`src/rtl/cc_ctl_pkg.sv`:
```
package cc_ctl_pkg;

  typedef enum logic [1:0] {
    SEL_NONE = 2'd0,
    SEL_VEC  = 2'd1,
    SEL_PWR  = 2'd2
  } sel_e;

  typedef struct packed {
    sel_e       sel;
    logic       hi;
    logic [7:0] idx;
    logic       aligned;
  } dec_t;

endpackage

```
`src/rtl/cc_host_port.sv`:
```
module cc_host_port
  import cc_ctl_pkg::*;
#(
  parameter int ADDR_W    = 8,
  parameter int DATA_W    = 32,
  parameter int NUM_CORES = 4,
  parameter int VEC_BASE  = 'h40,
  parameter int PWR_OFS   = 'h90
) (
  input  logic              clk,
  input  logic              rst_n,
  input  logic              req_valid,
  output logic              req_ready,
  input  logic              req_write,
  input  logic [ADDR_W-1:0] req_addr,
  input  logic              rsp_ready,
  output logic              rsp_valid,
  output logic [DATA_W-1:0] rsp_rdata,
  output logic              rsp_err,
  input  logic [DATA_W-1:0] rd_data,
  output dec_t              dec,
  output logic              wr_stb
);

  localparam logic [ADDR_W-1:0] VEC_LO  = ADDR_W'(VEC_BASE);
  localparam logic [ADDR_W-1:0] VEC_END = ADDR_W'(VEC_BASE + 8 * NUM_CORES);
  localparam logic [ADDR_W-1:0] PWR_A   = ADDR_W'(PWR_OFS);

  logic              accept;
  logic [ADDR_W-1:0] vec_off;

  assign req_ready = !rsp_valid || rsp_ready;
  assign accept    = req_valid && req_ready;
  assign vec_off   = req_addr - VEC_LO;

  always_comb begin
    dec         = '0;
    dec.aligned = (req_addr[1:0] == 2'b00);
    if (req_addr >= VEC_LO && req_addr < VEC_END) begin
      dec.sel = SEL_VEC;
      dec.idx = 8'(vec_off >> 3);
      dec.hi  = req_addr[2];
    end else if (req_addr == PWR_A) begin
      dec.sel = SEL_PWR;
    end else begin
      dec.sel = SEL_NONE;
    end
  end

  assign wr_stb = accept && req_write && dec.aligned;

  always_ff @(posedge clk or negedge rst_n) begin
    if (!rst_n) begin
      rsp_valid <= 1'b0;
      rsp_rdata <= '0;
      rsp_err   <= 1'b0;
    end else if (accept) begin
      rsp_valid <= 1'b1;
      rsp_err   <= !dec.aligned;
      rsp_rdata <= (req_write || !dec.aligned) ? '0 : rd_data;
    end else if (rsp_ready) begin
      rsp_valid <= 1'b0;
    end
  end

endmodule

```
`src/rtl/cc_vec_slot.sv`:
```
module cc_vec_slot #(
  parameter int          DATA_W = 32,
  parameter logic [31:0] LO_RST = 32'hFFFF_0000
) (
  input  logic              clk,
  input  logic              rst_n,
  input  logic              wr_lo,
  input  logic              wr_hi,
  input  logic [DATA_W-1:0] wdata,
  output logic [DATA_W-1:0] lo_q,
  output logic [DATA_W-1:0] hi_q
);

  always_ff @(posedge clk or negedge rst_n) begin
    if (!rst_n) begin
      lo_q <= DATA_W'(LO_RST);
      hi_q <= '0;
    end else begin
      if (wr_lo) lo_q <= wdata;
      if (wr_hi) hi_q <= wdata;
    end
  end

endmodule

```
`src/rtl/cc_pwr_ctl.sv`:
```
module cc_pwr_ctl #(
  parameter int NUM_CORES = 4
) (
  input  logic                 clk,
  input  logic                 rst_n,
  input  logic                 wr_en,
  input  logic [NUM_CORES-1:0] wr_bits,
  input  logic [NUM_CORES-1:0] wfi_in,
  output logic [NUM_CORES-1:0] req_q,
  output logic [NUM_CORES-1:0] status_q,
  output logic [NUM_CORES-1:0] pd_ready_q
);

  logic [NUM_CORES-1:0] changed;

  assign changed = wr_en ? (req_q ^ wr_bits) : '0;

  always_ff @(posedge clk or negedge rst_n) begin
    if (!rst_n) begin
      req_q      <= '0;
      status_q   <= '0;
      pd_ready_q <= '0;
    end else begin
      if (wr_en) req_q <= wr_bits;
      status_q   <= (status_q & ~changed) | (wr_bits & changed);
      pd_ready_q <= req_q & wfi_in;
    end
  end

endmodule

```
`src/rtl/cc_core_ctl.sv`:
```
module cc_core_ctl
  import cc_ctl_pkg::*;
#(
  parameter int          NUM_CORES = 4,
  parameter int          ADDR_W    = 8,
  parameter int          DATA_W    = 32,
  parameter int          VEC_BASE  = 'h40,
  parameter int          PWR_OFS   = 'h90,
  parameter logic [31:0] LO_RST    = 32'hFFFF_0000
) (
  input  logic                     clk,
  input  logic                     rst_n,
  input  logic                     req_valid,
  output logic                     req_ready,
  input  logic                     req_write,
  input  logic [ADDR_W-1:0]        req_addr,
  input  logic [DATA_W-1:0]        req_wdata,
  output logic                     rsp_valid,
  input  logic                     rsp_ready,
  output logic [DATA_W-1:0]        rsp_rdata,
  output logic                     rsp_err,
  input  logic [NUM_CORES-1:0]     wfi_in,
  output logic [NUM_CORES-1:0]     pd_ready,
  output logic [NUM_CORES-1:0]     pwr_status,
  output logic [NUM_CORES*64-1:0]  reset_vec
);

  localparam int VEC_W = 2 * DATA_W;

  dec_t                 dec;
  logic                 wr_stb;
  logic [DATA_W-1:0]    rd_data;
  logic [DATA_W-1:0]    lo_w [NUM_CORES];
  logic [DATA_W-1:0]    hi_w [NUM_CORES];
  logic [NUM_CORES-1:0] req_bits;
  logic                 pwr_wr;

  cc_host_port #(
    .ADDR_W   (ADDR_W),
    .DATA_W   (DATA_W),
    .NUM_CORES(NUM_CORES),
    .VEC_BASE (VEC_BASE),
    .PWR_OFS  (PWR_OFS)
  ) u_port (
    .clk      (clk),
    .rst_n    (rst_n),
    .req_valid(req_valid),
    .req_ready(req_ready),
    .req_write(req_write),
    .req_addr (req_addr),
    .rsp_ready(rsp_ready),
    .rsp_valid(rsp_valid),
    .rsp_rdata(rsp_rdata),
    .rsp_err  (rsp_err),
    .rd_data  (rd_data),
    .dec      (dec),
    .wr_stb   (wr_stb)
  );

  for (genvar n = 0; n < NUM_CORES; n++) begin : g_core
    logic hit;
    assign hit = wr_stb && (dec.sel == SEL_VEC) && (dec.idx == 8'(n));

    cc_vec_slot #(
      .DATA_W(DATA_W),
      .LO_RST(LO_RST)
    ) u_slot (
      .clk  (clk),
      .rst_n(rst_n),
      .wr_lo(hit && !dec.hi),
      .wr_hi(hit && dec.hi),
      .wdata(req_wdata),
      .lo_q (lo_w[n]),
      .hi_q (hi_w[n])
    );

    assign reset_vec[n*64 +: 64] = 64'({hi_w[n], lo_w[n]});
  end

  assign pwr_wr = wr_stb && (dec.sel == SEL_PWR);

  cc_pwr_ctl #(
    .NUM_CORES(NUM_CORES)
  ) u_pwr (
    .clk       (clk),
    .rst_n     (rst_n),
    .wr_en     (pwr_wr),
    .wr_bits   (req_wdata[NUM_CORES-1:0]),
    .wfi_in    (wfi_in),
    .req_q     (req_bits),
    .status_q  (pwr_status),
    .pd_ready_q(pd_ready)
  );

  always_comb begin
    rd_data = '0;
    unique case (dec.sel)
      SEL_VEC: begin
        for (int n = 0; n < NUM_CORES; n++) begin
          if (dec.idx == 8'(n)) rd_data = dec.hi ? hi_w[n] : lo_w[n];
        end
      end
      SEL_PWR:  rd_data[NUM_CORES-1:0] = req_bits;
      default:  rd_data = '0;
    endcase
  end

  logic unused_w;
  assign unused_w = ^VEC_W;

endmodule

```
`config.mk`:
```
export PLATFORM = sky130hd
export DESIGN_NAME = cc_core_ctl
export DESIGN_NICKNAME = d
export VERILOG_FILES = /design/src/rtl/cc_ctl_pkg.sv /design/src/rtl/cc_host_port.sv /design/src/rtl/cc_vec_slot.sv /design/src/rtl/cc_pwr_ctl.sv /design/src/rtl/cc_core_ctl.sv
export SDC_FILE = /design/constraint.sdc
export NUM_CORES = 1
export LEC_CHECK = 0
export BUFFER_PORTS_ARGS = -buffer_cell sky130_fd_sc_hd__buf_2
export CAP_MARGIN = 20
export CELL_PAD_IN_SITES_DETAIL_PLACEMENT = 0
export CELL_PAD_IN_SITES_GLOBAL_PLACEMENT = 1
export CORE_MARGIN = 2
export CORE_UTILIZATION = 43
export DETAILED_ROUTE_END_ITERATION = 12
export PLACE_DENSITY_LB_ADDON = 0.12
export RECOVER_POWER = 100
export SLEW_MARGIN = 0
export SYNTH_ARGS = -nofsm -noshare
export SYNTH_HDL_FRONTEND = slang
export SYNTH_SLANG_ARGS = --single-unit
export TNS_END_PERCENT = 10
```
`constraint.sdc`:
```
create_clock -name clk -period 2.51 [get_ports clk]
set_clock_uncertainty 0.15 [all_clocks]
set_input_delay 0.1255 -clock clk [delete_from_list [all_inputs] [get_ports clk]]
set_output_delay 0.1255 -clock clk [all_outputs]
set_load 0.02 [all_outputs]
```
# After elaboration in Yosys (flattened, before gate mapping)

Index checks and enable logic that the tools add are counted.

Flip-flop bits (word level): 302
Output and inout bits: 299

Multiplexer cells: 17
Reduce and logical (&&, ||, !) cells: 26
Add/sub/neg operators: 1
Eq/ne operators: 6
Bitwise gates (word level): 6
Magnitude comparators: 2

Operators with widths:

| kind                | number |
|---|---|
| $mux 32             | 9 |
| $mux 28             | 1 |
| $logic_and 1x1->1   | 18 |
| $eq 8x2->1 const B  | 2 |
| $and 4x4->4         | 3 |
| $mux 9              | 1 |
| $eq 8x1->1 const B  | 1 |
| $eq 8x8->1 const B  | 1 |
| $ge 8x7->1 const B  | 1 |
| $logic_not 8->1     | 1 |
| $lt 8x7->1 const B  | 1 |
| $pmux 4 s2          | 1 |
| $sub 8x7->8 const B | 1 |
| $mux 2              | 2 |
| $mux 4              | 1 |
| $not 4->4           | 1 |
| $or 4x4->4          | 1 |
| $xor 4x4->4         | 1 |
| $logic_not 1->1     | 3 |
| $eq 2x1->1 const B  | 1 |
| $eq 2x2->1 const B  | 1 |
| $logic_not 2->1     | 1 |
| $logic_or 1x1->1    | 2 |
| $mux 1              | 2 |
| $reduce_bool 2->1   | 1 |

# Longest topological paths before layout

Gate-level depths: netlist (run 1).

Depth in word-level cells: 10
Depth in mapped cells: 10

# Hierarchy

From an unflattened synthesis (run 1), not the netlist that was laid out.

Cells, all modules: 953
Area total of the unflattened synthesis: 15,353.5 um^2

Modules (own cells, without submodules):

| module       | times used | sequential area each (um^2) | area an instance (um^2) | cells an instance |
|---|---|---|---|---|
| cc_vec_slot  | 4          | 1,621.6                     | 2,710.1                 | 136 |
| cc_core_ctl  | 1          | 0.0                         | 2,636.3                 | 260 |
| cc_host_port | 1          | 850.8                       | 1,416.4                 | 106 |
| cc_pwr_ctl   | 1          | 300.3                       | 460.4                   | 43 |

# Least setup slack after synthesis (run 1)

No wires, ideal clock.

Path kind: reg2reg
From: reg u_port.rsp_valid
To: reg g_core[0].u_slot.lo_q[10]
Path slack: 0.000 ns
Path buffers: 1
Arrival: 2.236 ns
Cell stages (with the launch flop): 6
Required time: 2.235 ns
Cell sequence: dfrtp_1 -> nand2b_1 -> nand4_1 -> nor4b_4 -> buf_6 -> mux2_2

Cells in the longest elaborated chain, start to end: 8

Ends and longest elaborated chain:

| what                            | line               | text |
|---|---|---|
| start: declaration              | cc_host_port.sv:17 | `output logic rsp_valid,` |
| start signal: assignment        | cc_host_port.sv:54 | `rsp_valid <= 1'b0;` |
| start signal: assignment        | cc_host_port.sv:58 | `rsp_valid <= 1'b1;` |
| start signal: assignment        | cc_host_port.sv:62 | `rsp_valid <= 1'b0;` |
| $logic_not 1->1                 | cc_host_port.sv:32 | `assign req_ready = !rsp_valid \|\| rsp_ready;` |
| $logic_or 1x1->1                | cc_host_port.sv:32 |  |
| net req_ready                   | cc_core_ctl.sv:14  | `output logic req_ready,` |
| $logic_and 1x1->1               | cc_host_port.sv:33 | `assign accept = req_valid && req_ready;` |
| $logic_and 1x1->1 (2 in series) | cc_host_port.sv:50 | `assign wr_stb = accept && req_write && dec.aligned;` |
| $logic_and 1x1->1 (2 in series) | cc_core_ctl.sv:62  | `assign hit = wr_stb && (dec.sel == SEL_VEC) && (dec.idx == 8'(n));` |
| $logic_and 1x1->1               | cc_core_ctl.sv:70  | `.wr_lo(hit && !dec.hi),` |
| end signal: assignment          | cc_vec_slot.sv:16  | `lo_q <= DATA_W'(LO_RST);` |
| end signal: assignment          | cc_vec_slot.sv:19  | `if (wr_lo) lo_q <= wdata;` |
| end: declaration                | cc_vec_slot.sv:10  | `output logic [DATA_W-1:0] lo_q,` |

The timed path passes the listed nets, and every way through them passes these cells.
A chain may end at the register's enable or synchronous reset.

# Final worst setup path (run 1)

From: in req_addr[6]
To: reg u_port.rsp_rdata[28]

Cells in the longest elaborated chain, start to end: 10
Elaborated cells between the ends (all ways): 23
Those cells by class: add/sub (1); order compare (2); eq/ne (5); mux (13); reduce/logical (2)

Ends and longest elaborated chain:

| what                                              | line               | text |
|---|---|---|
| start: declaration                                | cc_core_ctl.sv:16  | `input logic [ADDR_W-1:0] req_addr,` |
| $ge 8x7->1 / $lt 8x7->1 (equally long branches)   | cc_host_port.sv:39 | `if (req_addr >= VEC_LO && req_addr < VEC_END) begin` |
| $logic_and 1x1->1                                 | cc_host_port.sv:39 |  |
| $mux 9                                            | cc_host_port.sv:39 |  |
| $logic_not 8->1 / $mux 32 (equally long branches) | cc_core_ctl.sv:100 | `if (dec.idx == 8'(n)) rd_data = dec.hi ? hi_w[n] : lo_w[n];` |
| $mux 32 (4 in series)                             | cc_core_ctl.sv:100 |  |
| $mux 28 *                                         | cc_core_ctl.sv:97  | `unique case (dec.sel)` |
| $mux 32 *                                         | cc_host_port.sv:60 | `rsp_rdata <= (req_write \|\| !dec.aligned) ? '0 : rd_data;` |
| end signal: assignment                            | cc_host_port.sv:60 |  |
| end: declaration                                  | cc_host_port.sv:18 | `output logic [DATA_W-1:0] rsp_rdata,` |

Every way passes the cells marked *; elsewhere a longest branch is shown, timed or not.

==> impl_metrics.yaml, run 1 <==
routing:
  num_vias: 10582
  drt-total-wl_um: 45500
  drtPass1Iterations: 5
  drc_errors: 0
  viasPerCell: 5.64
  wire_per_inst_um: 24.3
  drt_iter0_drc: 549
  antenna_left: 0
timing:
  whs_ns: 0.0936
  finalSetupViolCount: 0
  tns_ns: 0
  clock.fmax_mhz: 448
  tightest_slew_ns: 1.68
  hold_violations: 0
  layout_setup_ws_ns: 0.279
  timing.final.crit_share_pct: 88.9
  rsz0062_at_grt: "no"
  maxSlewHeadroom_pct: -12.1
  final_max_slew_viol_count: 56
  layout_min_cycle_time_ns: 2.23
critical_path:
  critPathMaxFanout: 7
  critical_path_class: "in -> reg"
  worstPathRequired_ns: 2.74
  critPathCaptureType: "flip-flop"
  slowest_stage: "a211oi_2"
  crit_path_max_incr_delay_ns: 0.58
  crit_arrival_ns: 2.46
  crit_path_cell_trace: "buf_2 -> inv_1 -> ha_1 -> a211oi_2 -> and2_4 -> buf_4 -> mux2_2 -> a222oi_1 -> o221ai_1"
  start_kind: "primary input"
  crit_buf_inv: 3
  crit_family: "compound AO/OA/AOI/OAI gates"
global_routing:
  gr-usage-met1_pct: 35.8
  grt_remaining_overflow: 0
  grt_pass1_wl_um: 67600
  grt_max_degree: 69
  grt_pass1_vias: 10570
  antenna_found_initial: 0
  busiest_layer: "met2"
  use_met2_pct: 42.7
  globalRouteTotalUtil_pct: 26.8
  grtUsageMet3_pct: 6.83
final_layout:
  final_cell_mix: "clkbuf_1, mux2_2, dfrtp_1"
  nets: 1500
  antennaDiodeCount: 0
  utilization_pct: 55.5
  final_common_cell: "clkbuf_1"
  synthToLayoutAreaGrowth_pct: 26.9
  drive_gt1_share_pct: 33.1
clock_network:
  cts_tree: "yes"
  clock_tree.root_cell: "clkbuf_16"
  cts_buffers: 35
  post_cts_resize_count: 0
  cts_setup_buffers: 0
  clock_sinks: 302
  cts_buffer_depth: 3
  path_clk_slew_ns: 0.06
  clkLatencyLatePin_ns: 0.51
  postCtsHoldBufs: 41
  h-tree-depth: 2
synthesis:
  ys_seq_area_share_pct: 55.2
  synth_cells: 1041
  synthesis.area_mm2: 0.0138
  postSynthAreaPerCell_um2: 13.3
  async_flop_share_pct: 100
  synth.distinct_cells: 47
  synthFlopType: "dfrtp_1"
  syn_nets: 1093
  synth-edff-count: 0
  synth_seq_cells: 302
  ys_warn_count: 0
run_status:
  status: "finished, violations left"
  violations: "capacitance limit, slew limit"
power_and_ir_drop:
  seqPwrFrac_pct: 46.2
  p_comb_share_pct: 6.3
  p_switching_mw: 2.51
  p_leak_nw: 8.30
  power_density_mw_per_mm2: 611
  sw_frac_of_total_pct: 23.4
  clockPowerShare_pct: 47.4
  ir_worst_vdd_mv: 0.419
  p_int_mw: 8.22
job:
  maxCapViolations: 1
die:
  die_w_um: 183
  io_pins: 348
  dieArea_mm2: 0.0336
  initial_core_util_pct: 43.7
  num_rows: 65
  die_h_um: 183
  core_mm2: 0.0316
worst_hold_path:
  holdCritPathClass: "in -> reg"
placed_design:
  pre_cts_slack_ns: -0.0582
  hpwl_um: 30600
  routabilityCongestion: 0.812
  portBuffers: 347
==> logic make-up after synthesis <==
family                     after synthesis  share of synthesized area [%]
muxes                                  326                           26.1
DFF                                    302                           55.2
AOI/OAI and AO/OA                      188                           9.77
and+or+nand+nor                        139                           5.58
buffers and inverters                   83                           3.09
adders and majority gates                3                          0.271
==> path summary, 6_finish.rpt <==
| path | startpoint | to | slack [ns] | depth (start not counted) |
|---|---|---|---|---|
| min | req_addr[3] | u_port.rsp_rdata[1] | 0.09 | 5 |
| max | req_addr[6] | u_port.rsp_rdata[28] | 0.28 | 9 |
| max in group asynchronous | rst_n | g_core[2].u_slot.lo_q[16] | 0.46 | 3 |
| max reg2reg | u_port.rsp_valid | g_core[3].u_slot.hi_q[3] | 0.35 | 6 |
| min reg2reg | u_port.rsp_rdata[12] | u_port.rsp_rdata[12] | 0.34 | 2 |
| min in group asynchronous | rst_n | async pin | 0.45 | 2 |
==> power by group through the flow <==
stage	Combinational (mW)	Clock (mW)	Sequential, mW
finish	0.679	5.09	4.96
global route	0.735	5.40	4.96
CTS	0.704	5.19	4.96
detailed placement	0.653	0	5.04
global placement	0.646	0	5.04
floorplan	0.212	0	5.09
==> routing by layer <==
metal / share of wire [%] / routed length, um
met1: 43 / 19600
met4: 3.2 / 1460
met5: 0 / 0
met2: 46 / 21200
met3: 7.4 / 3350
==> stage by stage <==
| stage | power [mW] | instances | cell area, um^2 |
|---|---|---|---|
| after floorplan | 5.30 | 1041 | 13800 |
| after global placement | 5.69 | 1772 | 16500 |
| after detailed placement | 5.69 | 1772 | 16500 |
| after CTS | 10.9 | 1875 | 18000 |
| after global routing | 11.1 | 1875 | 17600 |
| final | 10.7 | 1875 | 17600 |
==> registers in the layout, indices dropped and copies added, names as in the netlist, named ones only <==
register / flops
g_core.u_slot.lo_q: 128
u_port.rsp_err: 1
u_port.rsp_rdata: 32
u_pwr.req_q: 4
u_pwr.pd_ready_q: 4
g_core.u_slot.hi_q: 128
u_port.rsp_valid: 1
==> worst register-to-register path: stages, from the launching register on <==
cell and delay (ns):
dfrtp_1 0.37, nand2b_1 0.16, nand4_1 0.10, buf_4 0.21
nor3_1 0.37, buf_4 0.32, mux2_2 0.36
==> cell type report <==
type | count | area (um^2)
tap | 402 | 503
multi-input combinational | 656 | 5790
inverter | 3 | 11.3
fill | 2876 | 14100
clock inverter | 12 | 113
clock buffer | 50 | 1030
timing repair buffer | 450 | 2470
sequential | 302 | 7640
==> synth_stat cells (2+ instances only) <==
library cell / count / area, um^2
o221ai_1: 28 / 245
nor3b_2: 2 / 25.0
nor3_2: 7 / 70.1
o21ai_0: 7 / 35.0
nor2_1: 2 / 7.51
o31a_1: 4 / 35.0
a22o_1: 21 / 184
dfstp_2: 64 / 1680
mux2_1: 34 / 383
nand3_1: 8 / 40.0
or4_1: 2 / 15.0
nor2b_1: 2 / 12.5
buf_2: 18 / 90.1
buf_4: 15 / 113
and4b_1: 2 / 20.0
dfrtp_1: 238 / 5960
inv_1: 3 / 11.3
buf_6: 5 / 56.3
ha_1: 3 / 37.5
buf_1: 3 / 11.3
clkbuf_1: 39 / 146
and3_1: 25 / 156
a21boi_0: 25 / 188
nand2b_1: 4 / 25.0
a22oi_1: 8 / 60.1
o21ai_1: 2 / 10.0
a21oi_1: 54 / 270
a222oi_1: 7 / 70.1
mux2i_1: 49 / 490
nand2_1: 68 / 255
a21o_1: 4 / 30.0
o31ai_1: 25 / 188
mux2_2: 243 / 2740
and2_1: 7 / 43.8
Note: power is estimated with default switching activity, not from simulation.
==> run 2: changes to the inputs <==
--- a/config.mk
+++ b/config.mk
@@ -10,7 +10,7 @@
 export CELL_PAD_IN_SITES_DETAIL_PLACEMENT = 0
 export CELL_PAD_IN_SITES_GLOBAL_PLACEMENT = 1
 export CORE_MARGIN = 2
-export CORE_UTILIZATION = 43
+export CORE_UTILIZATION = 46
 export DETAILED_ROUTE_END_ITERATION = 12
 export PLACE_DENSITY_LB_ADDON = 0.12
 export RECOVER_POWER = 100
==> constraint.sdc (replaced) <==
create_clock -name clk -period 2.7 [get_ports clk]
set_clock_uncertainty 0.15 [all_clocks]
set_input_delay 0.135 -clock clk [delete_from_list [all_inputs] [get_ports clk]]
set_output_delay 0.135 -clock clk [all_outputs]
set_load 0.02 [all_outputs]
==> impl_metrics.yaml, run 2 (same netlist as run 1, synthesis figures left out) <==
final_layout:
  drive_gt1_share_pct: 32.2
  synthToLayoutAreaGrowth_pct: 25.7
  nets: 1498
  instances_no_fill: 1860
  reg.largest.list: "g_core.u_slot.hi_q (128), g_core.u_slot.lo_q (128), u_port.rsp_rdata (32)"
  final_cell_mix: "clkbuf_1, mux2_2, dfrtp_1"
  fill_cells: 2660
  final_common_cell: "clkbuf_1"
critical_path:
  crit_buf_inv: 4
  critPathMaxFanout: 22
  crit_family: "buffers and inverters"
  crit_path_max_incr_delay_ns: 0.54
  start_kind: "primary input"
  crit_arrival_ns: 2.60
  critical_path_class: "in -> reg"
  slowest_stage: "dlygate4sd3_1"
  worstPathRequired_ns: 2.94
  reg2regPathDepth: 4
  path_depth: 8
  crit_path_cell_trace: "dlygate4sd3_1 -> clkbuf_1 -> nor2_1 -> nand4_1 -> buf_4 -> nor3_1 -> buf_12 -> mux2_2"
  critPathCaptureType: "flip-flop"
placed_design:
  routabilityCongestion: 0.817
  portBuffers: 347
  pre_cts_slack_ns: 0.0401
  hpwl_um: 30400
  dp_cells: 1758
timing:
  hold_violations: 0
  finalSetupViolCount: 0
  layout_setup_ws_ns: 0.334
  rsz0062_at_grt: "no"
  tightest_slew_ns: 1.82
  layout_min_cycle_time_ns: 2.37
  tns_ns: 0
  timing.final.crit_share_pct: 87.6
  clock.fmax_mhz: 423
  maxSlewHeadroom_pct: -21.6
  final_max_slew_viol_count: 61
global_routing:
  grt_remaining_overflow: 0
  grt_max_degree: 71
  grt_pass1_vias: 10568
  antenna_found_initial: 1
  grt_pass1_wl_um: 67400
  globalRouteTotalUtil_pct: 28.5
worst_hold_path:
  holdCritPathClass: "in -> reg"
  worstHoldPathCells: 4
clock_network:
  cts_buffers: 35
  clock_sinks: 302
  postCtsHoldBufs: 41
  cts_buffer_depth: 3
  h-tree-depth: 2
  clkLatencyLatePin_ns: 0.51
  post_cts_resize_count: 0
  cts_setup_buffers: 0
  clock_tree.root_cell: "clkbuf_16"
  path_clk_slew_ns: 0.06
  cts_tree: "yes"
routing:
  drt_iter0_drc: 731
  wire_per_inst_um: 24.3
  antenna_left: 0
  drtPass1Iterations: 5
  drt-total-wl_um: 45200
  viasPerCell: 5.71
  drc_errors: 0
  num_vias: 10616
power_and_ir_drop:
  p_int_mw: 7.51
  ir_worst_vdd_mv: 0.364
  seqPwrFrac_pct: 47.0
  p_switching_mw: 2.29
  clockPowerShare_pct: 46.6
  sw_frac_of_total_pct: 23.4
  power.total_mw: 9.80
  power_density_mw_per_mm2: 564
  p_comb_share_pct: 6.3
  p_leak_nw: 8.24
die:
  io_pins: 348
  die_h_um: 177
  initial_core_util_pct: 46.7
  dieArea_mm2: 0.0315
  die_w_um: 177
  num_rows: 63
  core_mm2: 0.0296
run_status:
  status: "finished, violations left"
  violations: "capacitance limit, slew limit"
job:
  maxCapViolations: 1
run 2: changes by cell type in the layout (fill, tap and decap cells not counted), moves of 3 or more:
cell      delta
clkinv_2     -8
clkbuf_2     +6
clkbuf_1     +6
buf_12       -6
clkbuf_8     +3
run 2: layout make-up:
cell class / instances / area (um^2) / area share [%]
Inverter: 3 / 11.3 / 0.0648
Sequential cell: 302 / 7640 / 43.9
Clock buffer: 57 / 1050 / 6.03
Antenna cell: 1 / 2.50 / 0.0144
Tap cell: 390 / 488 / 2.81
Clock inverter: 3 / 43.8 / 0.252
Multi-Input combinational cell: 656 / 5790 / 33.3
Timing Repair Buffer: 448 / 2370 / 13.6
run 2: path summary, 6_finish.rpt:
check / endpoint / slack [ns] / start
max: g_core[3].u_slot.lo_q[10] / 0.33 / req_addr[0]
min in group asynchronous: g_core[0].u_slot.hi_q[23] / 0.53 / rst_n
max reg2reg: u_port.rsp_rdata[10] / 0.34 / u_port.rsp_valid
max in group asynchronous: g_core[1].u_slot.lo_q[24] / 0.63 / rst_n
min: u_port.rsp_rdata[0] / 0.07 / req_write
min reg2reg: u_port.rsp_rdata[17] / 0.34 / u_port.rsp_rdata[17]
run 2: tightest hold or removal path: cells and delay by family:
family,cells,cell delay (ns)
buffers and inverters,1,0.08
AOI/OAI and AO/OA,2,0.24
and+or+nand+nor,1,0.24
run 2: power by group through the flow:
stage	logic, mW	registers [mW]	clock network [mW]
floorplan	0.197	4.73	0
global placement	0.594	4.69	0
detailed placement	0.598	4.69	0
CTS	0.647	4.61	4.65
global route	0.672	4.61	4.84
finish	0.621	4.61	4.57
run 2: metrics by stage:
stage          hold slack [ns]  area, um^2  util, %
2_1_floorplan           -0.311       13800        -
3_3_place_gp          -0.00845       16400     55.2
3_5_place_dp           -0.0128       16400     55.2
4_1_cts                 0.0489       17900     60.3
5_1_grt                 0.0961       17400     58.7
6_report                0.0697       17400     58.7
run 2: routing by layer:
| metal | up-vias | share of wire, % | global-route usage [%] |
|---|---|---|---|
| li1 | 4679 | - | - |
| met1 | 5449 | 43 | 38.7 |
| met2 | 407 | 47 | 45.4 |
| met3 | 81 | 8.0 | 7.09 |
| met4 | 0 | 2.5 | 8.20 |
| met5 | - | 0 | 0 |
==> run 3: changes to the inputs <==
--- a/config.mk
+++ b/config.mk
@@ -5,13 +5,13 @@
 export SDC_FILE = /design/constraint.sdc
 export NUM_CORES = 1
 export LEC_CHECK = 0
-export BUFFER_PORTS_ARGS = -buffer_cell sky130_fd_sc_hd__buf_2
 export CAP_MARGIN = 20
 export CELL_PAD_IN_SITES_DETAIL_PLACEMENT = 0
 export CELL_PAD_IN_SITES_GLOBAL_PLACEMENT = 1
 export CORE_MARGIN = 2
-export CORE_UTILIZATION = 46
+export CORE_UTILIZATION = 55
 export DETAILED_ROUTE_END_ITERATION = 12
+export DONT_BUFFER_PORTS = 1
 export PLACE_DENSITY_LB_ADDON = 0.12
 export RECOVER_POWER = 100
 export SLEW_MARGIN = 0
==> impl_metrics.yaml, run 3 (same netlist as run 1, synthesis figures left out) <==
placed_design:
  portBuffers: 0
  routabilityCongestion: 0.830
  hpwl_um: 26800
  post_dp_cell_area_mm2: 0.0144
run_status:
  violations: "hold timing"
  status: "finished, violations left"
routing:
  wire_per_inst_um: 28.6
  viasPerCell: 6.42
  drc_errors: 0
  drtPass1Iterations: 5
  drt_iter0_drc: 714
  antenna_left: 0
  num_vias: 9359
  drt-total-wl_um: 41600
timing:
  clock.fmax_mhz: 389
  maxSlewHeadroom_pct: 47.4
  tightest_slew_ns: 0.789
  layout_min_cycle_time_ns: 2.57
  tns_ns: 0
  finalSetupViolCount: 0
  final_max_slew_viol_count: 0
  whs_ns: -0.825
  hold_violations: 302
  timing.final.crit_share_pct: 95.3
  rsz0062_at_grt: "no"
critical_path:
  crit_family: "buffers and inverters"
  critPathMaxFanout: 19
  critical_path_class: "reg -> reg"
  slowest_stage: "clkbuf_2"
  critPathCaptureType: "flip-flop"
  crit_buf_inv: 3
  rr_endpoint: "g_core[3].u_slot.lo_q[9]"
  worstReg2RegStart: "u_port.rsp_valid"
  reg2regPathDepth: 7
  rrSetupSlack_ns: 0.13
  crit_path_max_incr_delay_ns: 0.64
  crit_path_cell_trace: "nand2b_1 -> nand4_1 -> buf_12 -> clkbuf_4 -> nor3_1 -> clkbuf_2 -> mux2_2"
  worstPathRequired_ns: 2.94
  start_kind: "flip-flop"
  crit_arrival_ns: 2.81
clock_network:
  clock_tree.root_cell: "clkbuf_16"
  h-tree-depth: 2
  postCtsHoldBufs: 52
  clock_sinks: 302
  cts_buffer_depth: 3
  cts_buffers: 34
  clkLatencyLatePin_ns: 0.51
  cts_tree: "yes"
  path_clk_slew_ns: 0.06
global_routing:
  grt_remaining_overflow: 0
  antenna_found_initial: 2
  grt_pass1_wl_um: 61600
  globalRouteTotalUtil_pct: 31.1
  grt_max_degree: 303
  grt_pass1_vias: 9578
die:
  die_w_um: 163
  die_h_um: 163
  core_mm2: 0.0250
  dieArea_mm2: 0.0264
  initial_core_util_pct: 55.4
  io_pins: 348
  num_rows: 58
power_and_ir_drop:
  ir_worst_vdd_mv: 0.535
  p_switching_mw: 2.10
  p_leak_nw: 7.70
  p_int_mw: 7.35
  clockPowerShare_pct: 46.6
  power.total_mw: 9.45
  p_comb_share_pct: 4.1
  seqPwrFrac_pct: 49.3
  power_density_mw_per_mm2: 595
  sw_frac_of_total_pct: 22.2
final_layout:
  drive_gt1_share_pct: 31.6
  synthToLayoutAreaGrowth_pct: 14.8
  fin_area_mm2: 0.0159
  final_cell_mix: "mux2_2, dfrtp_1, nand2_1"
  reg.largest.list: "g_core.u_slot.hi_q (128), g_core.u_slot.lo_q (128), u_port.rsp_rdata (32)"
  nets: 1157
  final_common_cell: "mux2_2"
worst_hold_path:
  holdCritPathClass: "in -> async"
job:
  maxCapViolations: 0
## run 3: per-layer routing
metal  track usage (%)  routed length [um]  vias to the layer above
met4              9.29                 996                        0
met2              50.5               19900                      393
met3              11.0                4120                       72
li1                  -                   -                     3980
met5                 0                   0                        -
met1              39.4               16600                     4914
## run 3: per-stage QoR
| stage | hold WS, ns | util [%] | setup slack, ns | std cells |
|---|---|---|---|---|
| detailed placement | -0.304 | 57.5 | 0.221 | 1338 |
| global route | -0.842 | 63.6 | 0.0255 | 1458 |
| floorplan | -0.311 | - | 0.190 | 1041 |
| global placement | -0.302 | 57.5 | 0.254 | 1338 |
| CTS | -0.842 | 63.9 | 0.0201 | 1447 |
| finish | -0.825 | 63.6 | 0.128 | 1458 |
## run 3: layout make-up
class                      count  area, um^2
fill                        1978        9090
sequential                   302        7640
multi-input combinational    656        5760
clock buffer                  50         992
timing repair buffer         108         990
tap                          330         413
clock inverter                 7        63.8
inverter                       3        11.3
antenna                        2        5.00
## run 3: power groups by stage
stage / registers, mW / logic (mW) / clock network (mW)
floorplan: 4.73 / 0.197 / 0
global placement: 4.75 / 0.257 / 0
detailed placement: 4.75 / 0.259 / 0
CTS: 4.67 / 0.384 / 4.51
global route: 4.66 / 0.408 / 4.67
finish: 4.66 / 0.384 / 4.41
## run 3: timing repair
item | in CTS | in global routing
endpoints found under the hold margin | 604 | 302
resized for setup | 0 | 4
endpoints found under the setup margin | 0 | 8
buffers inserted | 0 | 8
## run 3: worst max-delay path by stage
| stage | to | from | depth (start not counted) | slack, ns |
|---|---|---|---|---|
| floorplan | g_core[0].u_slot.lo_q[10] | u_port.rsp_valid | 5 | 0.19 |
| global placement | g_core[2].u_slot.lo_q[9] | req_addr[6] | 7 | 0.25 |
| detailed placement | g_core[2].u_slot.lo_q[6] | req_addr[6] | 7 | 0.22 |
| CTS | g_core[0].u_slot.lo_q[19] | u_port.rsp_valid | 7 | 0.02 |
| global route | g_core[3].u_slot.lo_q[9] | u_port.rsp_valid | 7 | 0.03 |
| finish | g_core[3].u_slot.lo_q[9] | u_port.rsp_valid | 7 | 0.13 |
